<file path="src/rtl/pfc_pkg.sv">
package pfc_pkg;
  // Bit positions that neighbouring software decodes; the four flags are contiguous.
  localparam int XON_BIT   = 8;
  localparam int FLAG_BASE = 9;
  localparam int NFLAG     = 4;
  localparam int FL_XOFF   = 0;
  localparam int FL_FULL   = 1;
  localparam int FL_PAUSED = 2;
  localparam int FL_PLOW   = 3;
  // Timer load sources
  localparam int NSRC      = 3;
  localparam int SRC_RXP   = 0;
  localparam int SRC_RXL   = 1;
  localparam int SRC_TXP   = 2;
endpackage

</file>
<file path="src/rtl/pfc_timer.sv">
module pfc_timer #(
  parameter int W    = 16,
  parameter int NSRC = 3
) (
  input  logic                    clk,
  input  logic                    rst_n,
  input  logic [NSRC-1:0]         ld_vld,
  input  logic [NSRC-1:0][W-1:0]  ld_val,
  input  logic                    tick,
  output logic [W-1:0]            cnt,
  output logic                    zero_evt
);

  // Largest value among the sources loading this cycle.
  function automatic logic [W-1:0] pick_max(input logic [NSRC-1:0] v,
                                            input logic [NSRC-1:0][W-1:0] d);
    logic [W-1:0] m;
    m = '0;
    for (int i = 0; i < NSRC; i++) begin
      if (v[i] && (d[i] > m)) m = d[i];
    end
    return m;
  endfunction

  logic [W-1:0] cnt_q, cnt_d;
  logic         any_ld;

  assign any_ld = |ld_vld;

  always_comb begin
    if (any_ld)                    cnt_d = pick_max(ld_vld, ld_val);
    else if (tick && cnt_q != '0)  cnt_d = cnt_q - 1'b1;
    else                           cnt_d = cnt_q;
  end

  always_ff @(posedge clk or negedge rst_n) begin
    if (!rst_n) cnt_q <= '0;
    else        cnt_q <= cnt_d;
  end

  assign zero_evt = (cnt_q != '0) && (cnt_d == '0);
  assign cnt      = cnt_q;

  assert_tick_dec_R3: assert property (@(posedge clk) disable iff (!rst_n)
    (tick && !any_ld && cnt_q != '0) |=> (cnt_q == $past(cnt_q) - 1'b1));

  assert_hold_R3: assert property (@(posedge clk) disable iff (!rst_n)
    (!tick && !any_ld) |=> $stable(cnt_q));

  assert_zero_evt_R4: assert property (@(posedge clk) disable iff (!rst_n)
    zero_evt |=> (cnt_q == '0));

endmodule

</file>
<file path="src/rtl/pfc_flag.sv">
module pfc_flag (
  input  logic clk,
  input  logic rst_n,
  input  logic set,
  input  logic clr,
  output logic q
);

  always_ff @(posedge clk or negedge rst_n) begin
    if (!rst_n)   q <= 1'b0;
    else if (set) q <= 1'b1;
    else if (clr) q <= 1'b0;
  end

  assert_set_wins_R9: assert property (@(posedge clk) disable iff (!rst_n)
    set |=> q);

  assert_clr_R9: assert property (@(posedge clk) disable iff (!rst_n)
    (clr && !set) |=> !q);

  assert_hold_R9: assert property (@(posedge clk) disable iff (!rst_n)
    (!set && !clr) |=> $stable(q));

endmodule

</file>
<file path="src/rtl/pause_fc_tracker.sv">
module pause_fc_tracker
  import pfc_pkg::*;
#(
  parameter int VAL_W  = 16,
  parameter int STAT_W = 16
) (
  input  logic              clk,
  input  logic              rst_n,
  input  logic              rx_pause_vld,
  input  logic [VAL_W-1:0]  rx_pause_val,
  input  logic              rx_plow_vld,
  input  logic [VAL_W-1:0]  rx_plow_val,
  input  logic              tx_pause_vld,
  input  logic [VAL_W-1:0]  tx_pause_val,
  input  logic              fifo_thresh_hit,
  input  logic              desc_xoff_req,
  input  logic              tmr_tick,
  input  logic              reg_wr_en,
  input  logic [STAT_W-1:0] reg_wr_data,
  output logic [STAT_W-1:0] status_word,
  output logic              xoff_req
);

  // Named internal events, visible to the assertions below.
  logic                        sw_xoff, sw_xon, zero_evt;
  logic [NSRC-1:0]             ld_vld;
  logic [NSRC-1:0][VAL_W-1:0]  ld_val;
  logic [VAL_W-1:0]            tmr_cnt;
  logic [NFLAG-1:0]            flag_set, flag_clr, flag_q;

  assign sw_xoff = reg_wr_en & reg_wr_data[FLAG_BASE + FL_XOFF];
  assign sw_xon  = reg_wr_en & reg_wr_data[XON_BIT];

  always_comb begin
    ld_vld[SRC_RXP] = rx_pause_vld;
    ld_vld[SRC_RXL] = rx_plow_vld;
    ld_vld[SRC_TXP] = tx_pause_vld;
    ld_val[SRC_RXP] = rx_pause_val;
    ld_val[SRC_RXL] = rx_plow_val;
    ld_val[SRC_TXP] = tx_pause_val;
  end

  pfc_timer #(.W(VAL_W), .NSRC(NSRC)) u_timer (
    .clk      (clk),
    .rst_n    (rst_n),
    .ld_vld   (ld_vld),
    .ld_val   (ld_val),
    .tick     (tmr_tick),
    .cnt      (tmr_cnt),
    .zero_evt (zero_evt)
  );

  // Per-flag set and clear sources.
  always_comb begin
    flag_set[FL_XOFF]   = sw_xoff | desc_xoff_req;
    flag_clr[FL_XOFF]   = sw_xon;
    flag_set[FL_FULL]   = tx_pause_vld & (|tx_pause_val);
    flag_clr[FL_FULL]   = zero_evt;
    flag_set[FL_PAUSED] = rx_pause_vld | rx_plow_vld | fifo_thresh_hit
                        | desc_xoff_req | sw_xoff;
    flag_clr[FL_PAUSED] = zero_evt;
    flag_set[FL_PLOW]   = rx_plow_vld & (|rx_plow_val);
    flag_clr[FL_PLOW]   = zero_evt | rx_pause_vld;
  end

  for (genvar g = 0; g < NFLAG; g++) begin : g_flag
    pfc_flag u_flag (
      .clk   (clk),
      .rst_n (rst_n),
      .set   (flag_set[g]),
      .clr   (flag_clr[g]),
      .q     (flag_q[g])
    );
  end

  always_comb begin
    status_word = '0;
    for (int i = 0; i < NFLAG; i++) status_word[FLAG_BASE + i] = flag_q[i];
  end

  assign xoff_req = flag_q[FL_XOFF];

  assert_xoff_fall_R8: assert property (@(posedge clk) disable iff (!rst_n)
    $fell(xoff_req) |-> $past(sw_xon));

  assert_plow_in_paused_R6: assert property (@(posedge clk) disable iff (!rst_n)
    status_word[FLAG_BASE + FL_PLOW] |-> status_word[FLAG_BASE + FL_PAUSED]);

  assert_full_fall_R7: assert property (@(posedge clk) disable iff (!rst_n)
    $fell(status_word[FLAG_BASE + FL_FULL]) |-> $past(zero_evt));

  assert_timer_busy_R3: assert property (@(posedge clk) disable iff (!rst_n)
    (status_word[FLAG_BASE + FL_FULL] && tmr_cnt == '0) |-> $past(tx_pause_vld));

endmodule

</file>
<file path="config.mk">
export PLATFORM = sky130hd
export DESIGN_NAME = pause_fc_tracker
export DESIGN_NICKNAME = d
export VERILOG_FILES = /design/src/rtl/pfc_pkg.sv /design/src/rtl/pfc_timer.sv /design/src/rtl/pfc_flag.sv /design/src/rtl/pause_fc_tracker.sv
export SDC_FILE = /design/constraint.sdc
export NUM_CORES = 1
export LEC_CHECK = 0
export BUFFER_PORTS_ARGS = -buffer_cell sky130_fd_sc_hd__buf_2
export CAP_MARGIN = 15
export CORE_MARGIN = 2
export CORE_UTILIZATION = 25
export DETAILED_ROUTE_END_ITERATION = 16
export MAX_ROUTING_LAYER = met4
export PLACE_DENSITY_LB_ADDON = 0.25
export SLEW_MARGIN = 20
export SYNTH_ARGS = -nofsm -noshare
export SYNTH_HDL_FRONTEND = slang
export SYNTH_SLANG_ARGS = --single-unit
</file>
<file path="constraint.sdc">
create_clock -name clk -period 4.7 [get_ports clk]
set_input_delay 0.235 -clock clk [delete_from_list [all_inputs] [get_ports clk]]
set_output_delay 0.235 -clock clk [all_outputs]
set_load 0.1 [all_outputs]
</file>
# --- After elaboration in Yosys (flattened, before gate mapping) ---
# Cells that the tools add are included.
totals:
  regBits: 20
  input_bits: 73
  out_inout_bits: 17
  elab_cells: 47
op_classes:
  n_reduce_logical: 14
  add_sub_neg: 1
  n_mux: 14
  n_bitwise: 10
  magnitude_cmp: 3
ops:
  columns: ["op", "count"]
  rows:
  - ["16-bit 2-to-1 mux", 7]
  - ["16-bit greater-than comparator", 2]
  - ["16-bit OR reduction", 2]
  - ["16-bit by 1-bit greater-than comparator with 1-bit output, second input constant", 1]
  - ["16-bit logical NOT", 1]
  - ["16-bit nonzero test", 1]
  - ["16-bit by 1-bit subtractor with 16-bit output, second input constant", 1]
  - ["2-bit nonzero test", 4]
  - ["1-bit 2-to-1 mux", 7]
  - ["1-bit OR", 6]
  - ["1-bit logical AND", 5]
  - ["1-bit AND", 4]
  - ["3-bit OR reduction", 1]

# --- Longest topological paths before layout ---
# Gate-level depths: netlist (run 1).
depth:
  ltp_word: 17
  ltp_mapped: 26
  mapped_depth_nobuf: 21

# --- Cells and area by module ---
# Synthesis (run 1) repeated with hierarchy kept, for this count alone.
unflattened:
  cells_unflattened: 320
  hier_area_um2: 2622.5
modules_own_cells:
  columns: ["module", "seq_area_each_um2", "n_inst", "cells_per_inst", "area_each_um2"]
  rows:
  - ["pfc_timer", 400.4, 1, 278, 2273.4]
  - ["pause_fc_tracker", 0.0, 1, 30, 203.9]
  - ["pfc_flag", 25.0, 4, 3, 36.3]

# --- Worst setup path before layout (run 1) ---
# No wires, ideal clock.
synth_timing:
  path_kind: "input to register"
  startpoint: "input port rx_pause_val[1]"
  endpoint: "register g_flag[3].u_flag.q"
  stages: 25
  setup_slack_ps: -1230
  arrival_time_ps: 5809
  setup_ps: 122
  n_path_buf: 5
  t_required_ps: 4578
  path_cell_list: "nor4_1 a41oi_1 clkbuf_1 nand2_1 ha_1 a21o_1 a21o_1 a2111o_1 o311a_4 nor2b_1 buf_2 buf_2 buf_1 a22oi_1 ha_1 nand4_1 or4_1 o221ai_1 o221ai_1 clkbuf_1 nor2_1 o22ai_1 nor4_1 nand4_1 a32o_1"
synth_between:
  elab_chain_cells: 16
synth_lines:
  columns: ["item", "line_no", "rtl"]
  rows:
  - ["from (decl)", "pause_fc_tracker.sv:10", "input logic [VAL_W-1:0] rx_pause_val,"]
  - ["16-bit by 1-bit greater-than comparator with 1-bit output", "pfc_timer.sv:20", "if (v[i] && (d[i] > m)) m = d[i];"]
  - ["1-bit logical AND", "pfc_timer.sv:20", null]
  - ["16-bit 2-to-1 mux *", "pfc_timer.sv:20", null]
  - ["16-bit 2-to-1 mux *", "pfc_timer.sv:31", "if (any_ld) cnt_d = pick_max(ld_vld, ld_val);"]
  - ["16-bit greater-than comparator", "pfc_timer.sv:20", null]
  - ["1-bit logical AND", "pfc_timer.sv:20", null]
  - ["16-bit 2-to-1 mux *", "pfc_timer.sv:20", null]
  - ["16-bit 2-to-1 mux *", "pfc_timer.sv:31", null]
  - ["16-bit greater-than comparator", "pfc_timer.sv:20", null]
  - ["1-bit logical AND", "pfc_timer.sv:20", null]
  - ["16-bit 2-to-1 mux *", "pfc_timer.sv:20", null]
  - ["16-bit 2-to-1 mux *", "pfc_timer.sv:31", null]
  - ["named net u_timer.cnt_d[7]", "pfc_timer.sv:25", "logic [W-1:0] cnt_q, cnt_d;"]
  - ["16-bit logical NOT *", "pfc_timer.sv:41", "assign zero_evt = (cnt_q != '0) && (cnt_d == '0);"]
  - ["1-bit logical AND *", "pfc_timer.sv:41", null]
  - ["1-bit OR *", "pause_fc_tracker.sv:63", "flag_clr[FL_PLOW] = zero_evt | rx_pause_vld;"]
  - ["2-bit nonzero test (no line) *", null, null]
  - ["to (signal assigned)", "pfc_flag.sv:10", "if (!rst_n) q <= 1'b0;"]
  - ["to (signal assigned)", "pfc_flag.sv:11", "else if (set) q <= 1'b1;"]
  - ["to (signal assigned)", "pfc_flag.sv:12", "else if (clr) q <= 1'b0;"]
  - ["to (decl)", "pfc_flag.sv:6", "output logic q"]
# Mark *: on every way through the listed nets, which the timed path passes. The rest lies on a longest branch. The select of a mux whose other input is x is not followed.
# A chain may end at the register's enable or synchronous reset.

# --- Worst setup path in the final report (run 1) ---
layout_timing:
  startpoint: "input port rx_pause_val[2]"
  endpoint: "register g_flag[3].u_flag.q"
# Same word-level chain as after synthesis.

==> flow_summary.ini, run 1 <==
[critical_path]
cp-end-kind = flip-flop
cp.required_ns = 4.86
critPathLaunchType = input port
reg2reg_slack_ns = 1.48
cp.arrival_ns = 5.57
cp_max_fo = 5
crit_type = in -> reg

[logic_synthesis]
synth.top_cell.area_share_pct = 20.4
synthArstFlopShare_pct = 100
ys_types = 45
synth_seq_cells = 20
yosys_warnings = 0
ys_dominant_reg_cell = dfrtp_1
synth_top_area_cell = dfrtp_1
avgSynthCellArea_sq_um = 8.05
syn-cell-area_sq_um = 2450
synth.most_common_cell = ha_1
synth_common_cells = ha_1 (34), nand2_1 (33), nor2_1 (28), dfrtp_1 (20), nor4_1 (19)
ys_seq_area_share_pct = 20.4
synthTopCellsByArea = dfrtp_1 (20%), ha_1 (17%), nand2_1 (5.1%)
synth_cells = 304
synth_edf_count = 0

[placed_design]
hpwl_mm = 7.66
io_buffers = 63
place_congestion = 0.866

[finish]
n_fill_cell = 987
drive_gt1_share_pct = 47.2
multi_input_area_sq_um = 2280
area_delta_synth_final_pct = 67.7
register_area_sq_um = 500
final_nets = 549
post-route-util_pct = 42.6
antenna_cells = 0

[cts]
cts_max_level = 1
tritoncts = built
clk_latency_ns = 0.26
clockRootBuffer = clkbuf_8
clock_path_buffers = 2
cts.sinks = 20
numCtsBuffers = 3
clk_pin_slew_ns = 0.08

[grt]
first_global_vias = 2934
grt_max_degree = 21
gr-total-overflow = 0
grt_usage_pct = 18.7
antenna_found_initial = 0
grt_pass1_wl_mm = 14.8

[run]
drv_cap = 0

[die]
fp.dieW_microns = 103
dieArea_sq_um = 10600
ioPinCount = 90
start_util_pct = 25.4
die_y_microns = 103
core_sq_um = 9640
num_rows = 36

[power]
clkPwrFrac_pct = 18.5
p_int_mw = 0.557
p_per_area_nw_per_um2 = 229
switching_share_pct = 40.8
irDropWorstVdd_mv = 0.102
seqPwrFrac_pct = 23.8
p_leak_nw = 1.75
net-switching-power_mw = 0.384
comb_power_share_pct = 57.7

[sta]
hold_ws_ns = 0.175
fmax_mhz = 185
skew_ns = 0.00350
hold_viol = 0
period_share_pct = 115
rsz0062_at_grt = yes
max_slew.worst_pin.slew_ns = 0.783
fin_ws_ns = -0.716
slew_headroom_pct = 47.8
slew_viol_final = 0
setup_violations = 7
fin_crit_ns = 5.42

[route]
vias_per_cell = 5.03
drt_pass1_iterations = 4
vias = 2890
routed_wl_mm = 9.52
drcViolationCount = 0
drt_iter0_drc = 83
ant_nets = 0
routedWlPerCell_microns = 16.6

[min_path]
hold_path_class = in -> reg

[outcome]
outcome = finished with violations
violations = negative setup slack
-- critical path, cell delays in order --
cell      delay (ns)
buf_2           0.12
nor4_4          0.36
a41oi_4         0.24
nand2_4         0.11
ha_4            0.20
a21o_1          0.17
a21o_1          0.15
a2111o_1        0.38
o311a_4         0.35
buf_8           0.14
mux2_4          0.32
ha_4            0.27
nand4_1         0.14
or4_4           0.57
o221ai_4        0.23
buf_6           0.13
o221ai_4        0.15
buf_6           0.19
nor2_1          0.15
nor3_2          0.08
nor4_2          0.36
nand4_1         0.23
a32o_1          0.27
-- cells in the final DEF, fill, tap and decap left out, types with 3 or more instances in the layout --
cell,netlist,routed
nand3_1,3,3
a221oi_4,0,3
buf_4,16,71
nor3_1,10,8
o22ai_2,0,7
ha_4,0,3
xnor2_1,8,8
buf_2,2,59
nand2_1,33,32
a21o_1,6,6
a22oi_1,13,10
inv_1,10,10
a221oi_2,0,9
a21oi_1,15,14
o22ai_1,14,7
nor4_4,0,5
ha_1,34,31
nor4_1,19,12
nor2_1,28,19
conb_1,1,12
nor2_4,0,7
nand4_1,9,9
xor2_1,6,6
o21ai_0,3,3
clkbuf_8,0,3
a22oi_2,0,3
buf_6,2,11
dfrtp_1,20,20
buf_8,0,3
-- routing by layer --
layer  track usage, %  routed length, microns  up-vias  share of wire [%]
li1                 -                       -     1435                  -
met1             23.3                    4200     1381                 44
met2             32.9                    4890       64                 51
met3             1.08                     257       10                2.7
met4             4.55                     165        0                1.7
met5                -                       0        -                  0
-- what timing repair did --
action                                 CTS  global route
pin swaps                               19            17
endpoints found under the hold margin   20             0
setup buffers                           12             5
hold buffers                             1             0
resized for setup                       45            29
cloned                                   3             0
setup endpoints to repair               16            19
-- path summary, 6_finish.rpt --
kind / depth (start not counted) / endpoint / from
setup / recovery: 23 / g_flag[3].u_flag.q$_DFFE_PN0P_ / rx_pause_val[2]
hold / removal: 3 / g_flag[0].u_flag.q$_DFFE_PN0P_ / desc_xoff_req
setup reg to reg: 10 / g_flag[3].u_flag.q$_DFFE_PN0P_ / u_timer.cnt[3]$_DFF_PN0_
hold reg to reg: 1 / g_flag[2].u_flag.q$_DFFE_PN0P_ / g_flag[2].u_flag.q$_DFFE_PN0P_
max in group asynchronous: 2 / u_timer.cnt[1]$_DFF_PN0_ / rst_n
min in group asynchronous: 2 / u_timer.cnt[3]$_DFF_PN0_ / rst_n
-- area by class of cell --
class / instances / area share [%]
clock buffers: 3 / 1.01
clock inverters: 1 / 0.731
inverters: 10 / 0.914
multi-input cells: 260 / 55.6
flip-flops and latches: 20 / 12.2
well taps: 133 / 4.05
repair buffers: 147 / 25.5
-- cells by family after synthesis --
kind of cell / Yosys count / share of synthesized area, %
simple gates: 115 / 22.8
compound gates: 80 / 24.1
buf+inv: 37 / 8.84
fa+ha+maj: 34 / 17.4
flops: 20 / 20.4
xor+xnor: 14 / 5.01
mux: 3 / 1.28
other cells: 1 / 0.153
-- power by group through the flow --
stage               registers, mW  logic [mW]  clock network (mW)
global placement            0.226       0.437                   0
finish                      0.224       0.543               0.174
global route                0.229       0.589               0.183
CTS                         0.224       0.511               0.176
floorplan                   0.225       0.275                   0
detailed placement          0.228       0.441                   0
-- through the flow --
step / instance area [sq um] / worst slack (ns) / instances / TNS, ns / power, mW
final: 4110 / -0.716 / 574 / -2.29 / 0.941
after global routing: 4110 / -0.925 / 574 / -5.08 / 1.00
after CTS: 3930 / -0.646 / 570 / -1.85 / 0.911
after detailed placement: 3470 / -1.30 / 550 / -9.27 / 0.668
after global placement: 3470 / -1.23 / 550 / -8.32 / 0.663
after floorplan: 2710 / -0.609 / 315 / -1.77 / 0.500
-- sequential cells by signal (all words and copies together) (netlist names) --
register	flops
g_flag.u_flag.q	4
u_timer.cnt	16
Note: power is estimated with default switching activity, not from simulation.
==> run 2: changes to the inputs <==
- CORE_UTILIZATION: 25 -> 50
==> run 2 against run 1 <==
  * Cell count fell by 11%
  * First-iteration DRC count grew to 5.4 times the previous value
  * Hold slack worse by 0.0058 ns
  * Global-route usage rose by 19 points
  * Sequential cell count did not move
  * Sequential power is 3% higher
  * Largest cell class unchanged
  * Utilization is 46 points higher
  * Clock power barely moved
  * Register-to-register slack worse by 0.15 ns
  * Sequential share of layout area is 0.23 points lower
  * The run still ends with negative setup slack left
  * Critical path depth is 2 higher
  * Total power rose by 9.7%
==> flow_summary.ini, run 2 (synthesized netlist as in run 1, its figures left out) <==
[outcome]
outcome = finished with violations
violations = negative setup slack

[die]
fp.dieW_microns = 74.0
num_rows = 25
start_util_pct = 51.8
die_y_microns = 74.0
ioPinCount = 90
dieArea_sq_um = 5470
core_sq_um = 4720

[power]
p_leak_nw = 1.80
clkPwrFrac_pct = 17.2
p_per_area_nw_per_um2 = 247
seqPwrFrac_pct = 22.3
p_int_mw = 0.583
switching_share_pct = 43.5
comb_power_share_pct = 60.6
fin_total_pwr_mw = 1.03
irDropWorstVdd_mv = 0.198
net-switching-power_mw = 0.449

[finish]
final_nets = 551
n_fill_cell = 205
layout_common_cells = buf_4 (73), buf_2 (57), ha_1 (28), nand2_1 (27), nor2_1 (21)
register_area_sq_um = 500
area_delta_synth_final_pct = 70.9
drive_gt1_share_pct = 49.7
post-route-util_pct = 88.6
largest_register_ffs = 16
antenna_cells = 0
final_area_sq_um = 4190
multi_input_area_sq_um = 2370
final_cells = 510
final_common_cell = buf_4

[critical_path]
crit_type = in -> reg
critPathLaunchType = input port
reg2reg_slack_ns = 1.33
cp_max_fo = 8
cp.arrival_ns = 5.99
cp.required_ns = 4.86
cp-end-kind = flip-flop

[sta]
slew_viol_final = 0
fin_ws_ns = -1.12
rsz0062_at_grt = yes
fin_crit_ns = 5.82
slew_headroom_pct = 46.5
skew_ns = 0.00465
setup_violations = 18
hold_viol = 0
setup_tns_ns = -7.33
max_slew.worst_pin.slew_ns = 0.802
fmax_mhz = 172
period_share_pct = 124

[cts]
cts_max_level = 1
tritoncts = built
clockRootBuffer = clkbuf_8
clock_path_buffers = 2
clk_latency_ns = 0.27
clk_pin_slew_ns = 0.08
cts.sinks = 20
numCtsBuffers = 3

[route]
drcViolationCount = 0
ant_nets = 0
routedWlPerCell_microns = 24.7
drt_pass1_iterations = 7
vias_per_cell = 7.09
routed_wl_mm = 12.6
vias = 3618
drt_iter0_drc = 447

[run]
drv_cap = 0

[placed_design]
io_buffers = 63
place_congestion = 0.929
dp.cells = 483
hpwl_mm = 6.91
post_dp_cell_area_sq_um = 3400

[grt]
grt_usage_pct = 37.5
grt_pass1_wl_mm = 15.0
first_global_vias = 3053
grt_max_degree = 21
gr-total-overflow = 0
antenna_found_initial = 0

[min_path]
hold_path_class = in -> reg
==> run 2: cell count changes in the layout (fill, tap and decap cells not counted), moves of 2 or more <==
cell,previous run,this run
nand2_1,32,27
nand2_2,0,4
ha_1,31,28
ha_4,3,6
a21oi_1,14,12
a21oi_2,1,3
a221oi_2,9,7
a221oi_4,3,5
buf_2,59,57
buf_4,71,73
nor2_1,19,21
nor2_2,2,0
==> run 2: per-layer routing <==
layer	global-route usage, %	part of all wire [%]
met1	46.9	35
met2	63.0	43
met3	5.42	13
met4	10.5	8.6
met5	-	0
==> run 2: final timing paths <==
check	start	to	cells past startpoint
max in group asynchronous	rst_n	u_timer.cnt[3]$_DFF_PN0_	2
min reg2reg	g_flag[0].u_flag.q$_DFFE_PN0P_	g_flag[0].u_flag.q$_DFFE_PN0P_	2
min	desc_xoff_req	g_flag[0].u_flag.q$_DFFE_PN0P_	3
min in group asynchronous	rst_n	u_timer.cnt[4]$_DFF_PN0_	2
max reg2reg	u_timer.cnt[3]$_DFF_PN0_	g_flag[3].u_flag.q$_DFFE_PN0P_	10
max	rx_pause_val[9]	g_flag[3].u_flag.q$_DFFE_PN0P_	25
==> run 2: area by class of cell <==
cell class / count / area share [%]
multi-input combinational: 259 / 56.5
tap: 67 / 2.00
clock inverter: 1 / 0.717
inverter: 10 / 0.897
clock buffer: 3 / 0.987
timing repair buffer: 150 / 26.9
sequential: 20 / 12.0
==> run 2: critical path, stage by stage <==
cell,delay [ns]
buf_2,0.13
nor4_4,0.35
a41oi_4,0.28
nand2_1,0.17
ha_1,0.28
a21oi_1,0.22
nor2_1,0.07
a2111o_1,0.36
o311a_4,0.35
nor2b_4,0.16
buf_12,0.14
buf_8,0.12
a22oi_1,0.11
ha_1,0.38
nand4_1,0.15
or4_4,0.50
o221ai_4,0.20
buf_6,0.15
o221ai_4,0.18
buf_6,0.23
nor2_1,0.10
o22ai_1,0.14
nor4_2,0.35
nand4_1,0.28
a32o_1,0.34
==> run 2: repair_timing <==
item | 4_1_cts | 5_1_grt
gates resized for setup | 51 | 45
endpoints found under the hold margin | 20 | 0
buffers inserted | 6 | 12
cloned | 3 | 1
pin swaps | 17 | 15
hold buffers | 1 | 0
setup endpoints to repair | 17 | 17
==> run 2: through the flow <==
step / hold WS, ns / worst slack (ns)
floorplan: -0.0606 / -0.609
global placement: 0.215 / -1.06
detailed placement: 0.216 / -1.14
global route: 0.172 / -1.13
CTS: 0.170 / -0.493
finish: 0.169 / -1.12
==> run 2: power by group through the flow <==
| stage | clock [mW] | sequential, mW | combinational, mW |
|---|---|---|---|
| floorplan | 0 | 0.225 | 0.275 |
| global placement | 0 | 0.227 | 0.429 |
| detailed placement | 0 | 0.228 | 0.441 |
| CTS | 0.175 | 0.224 | 0.505 |
| global route | 0.185 | 0.230 | 0.642 |
| finish | 0.177 | 0.230 | 0.625 |
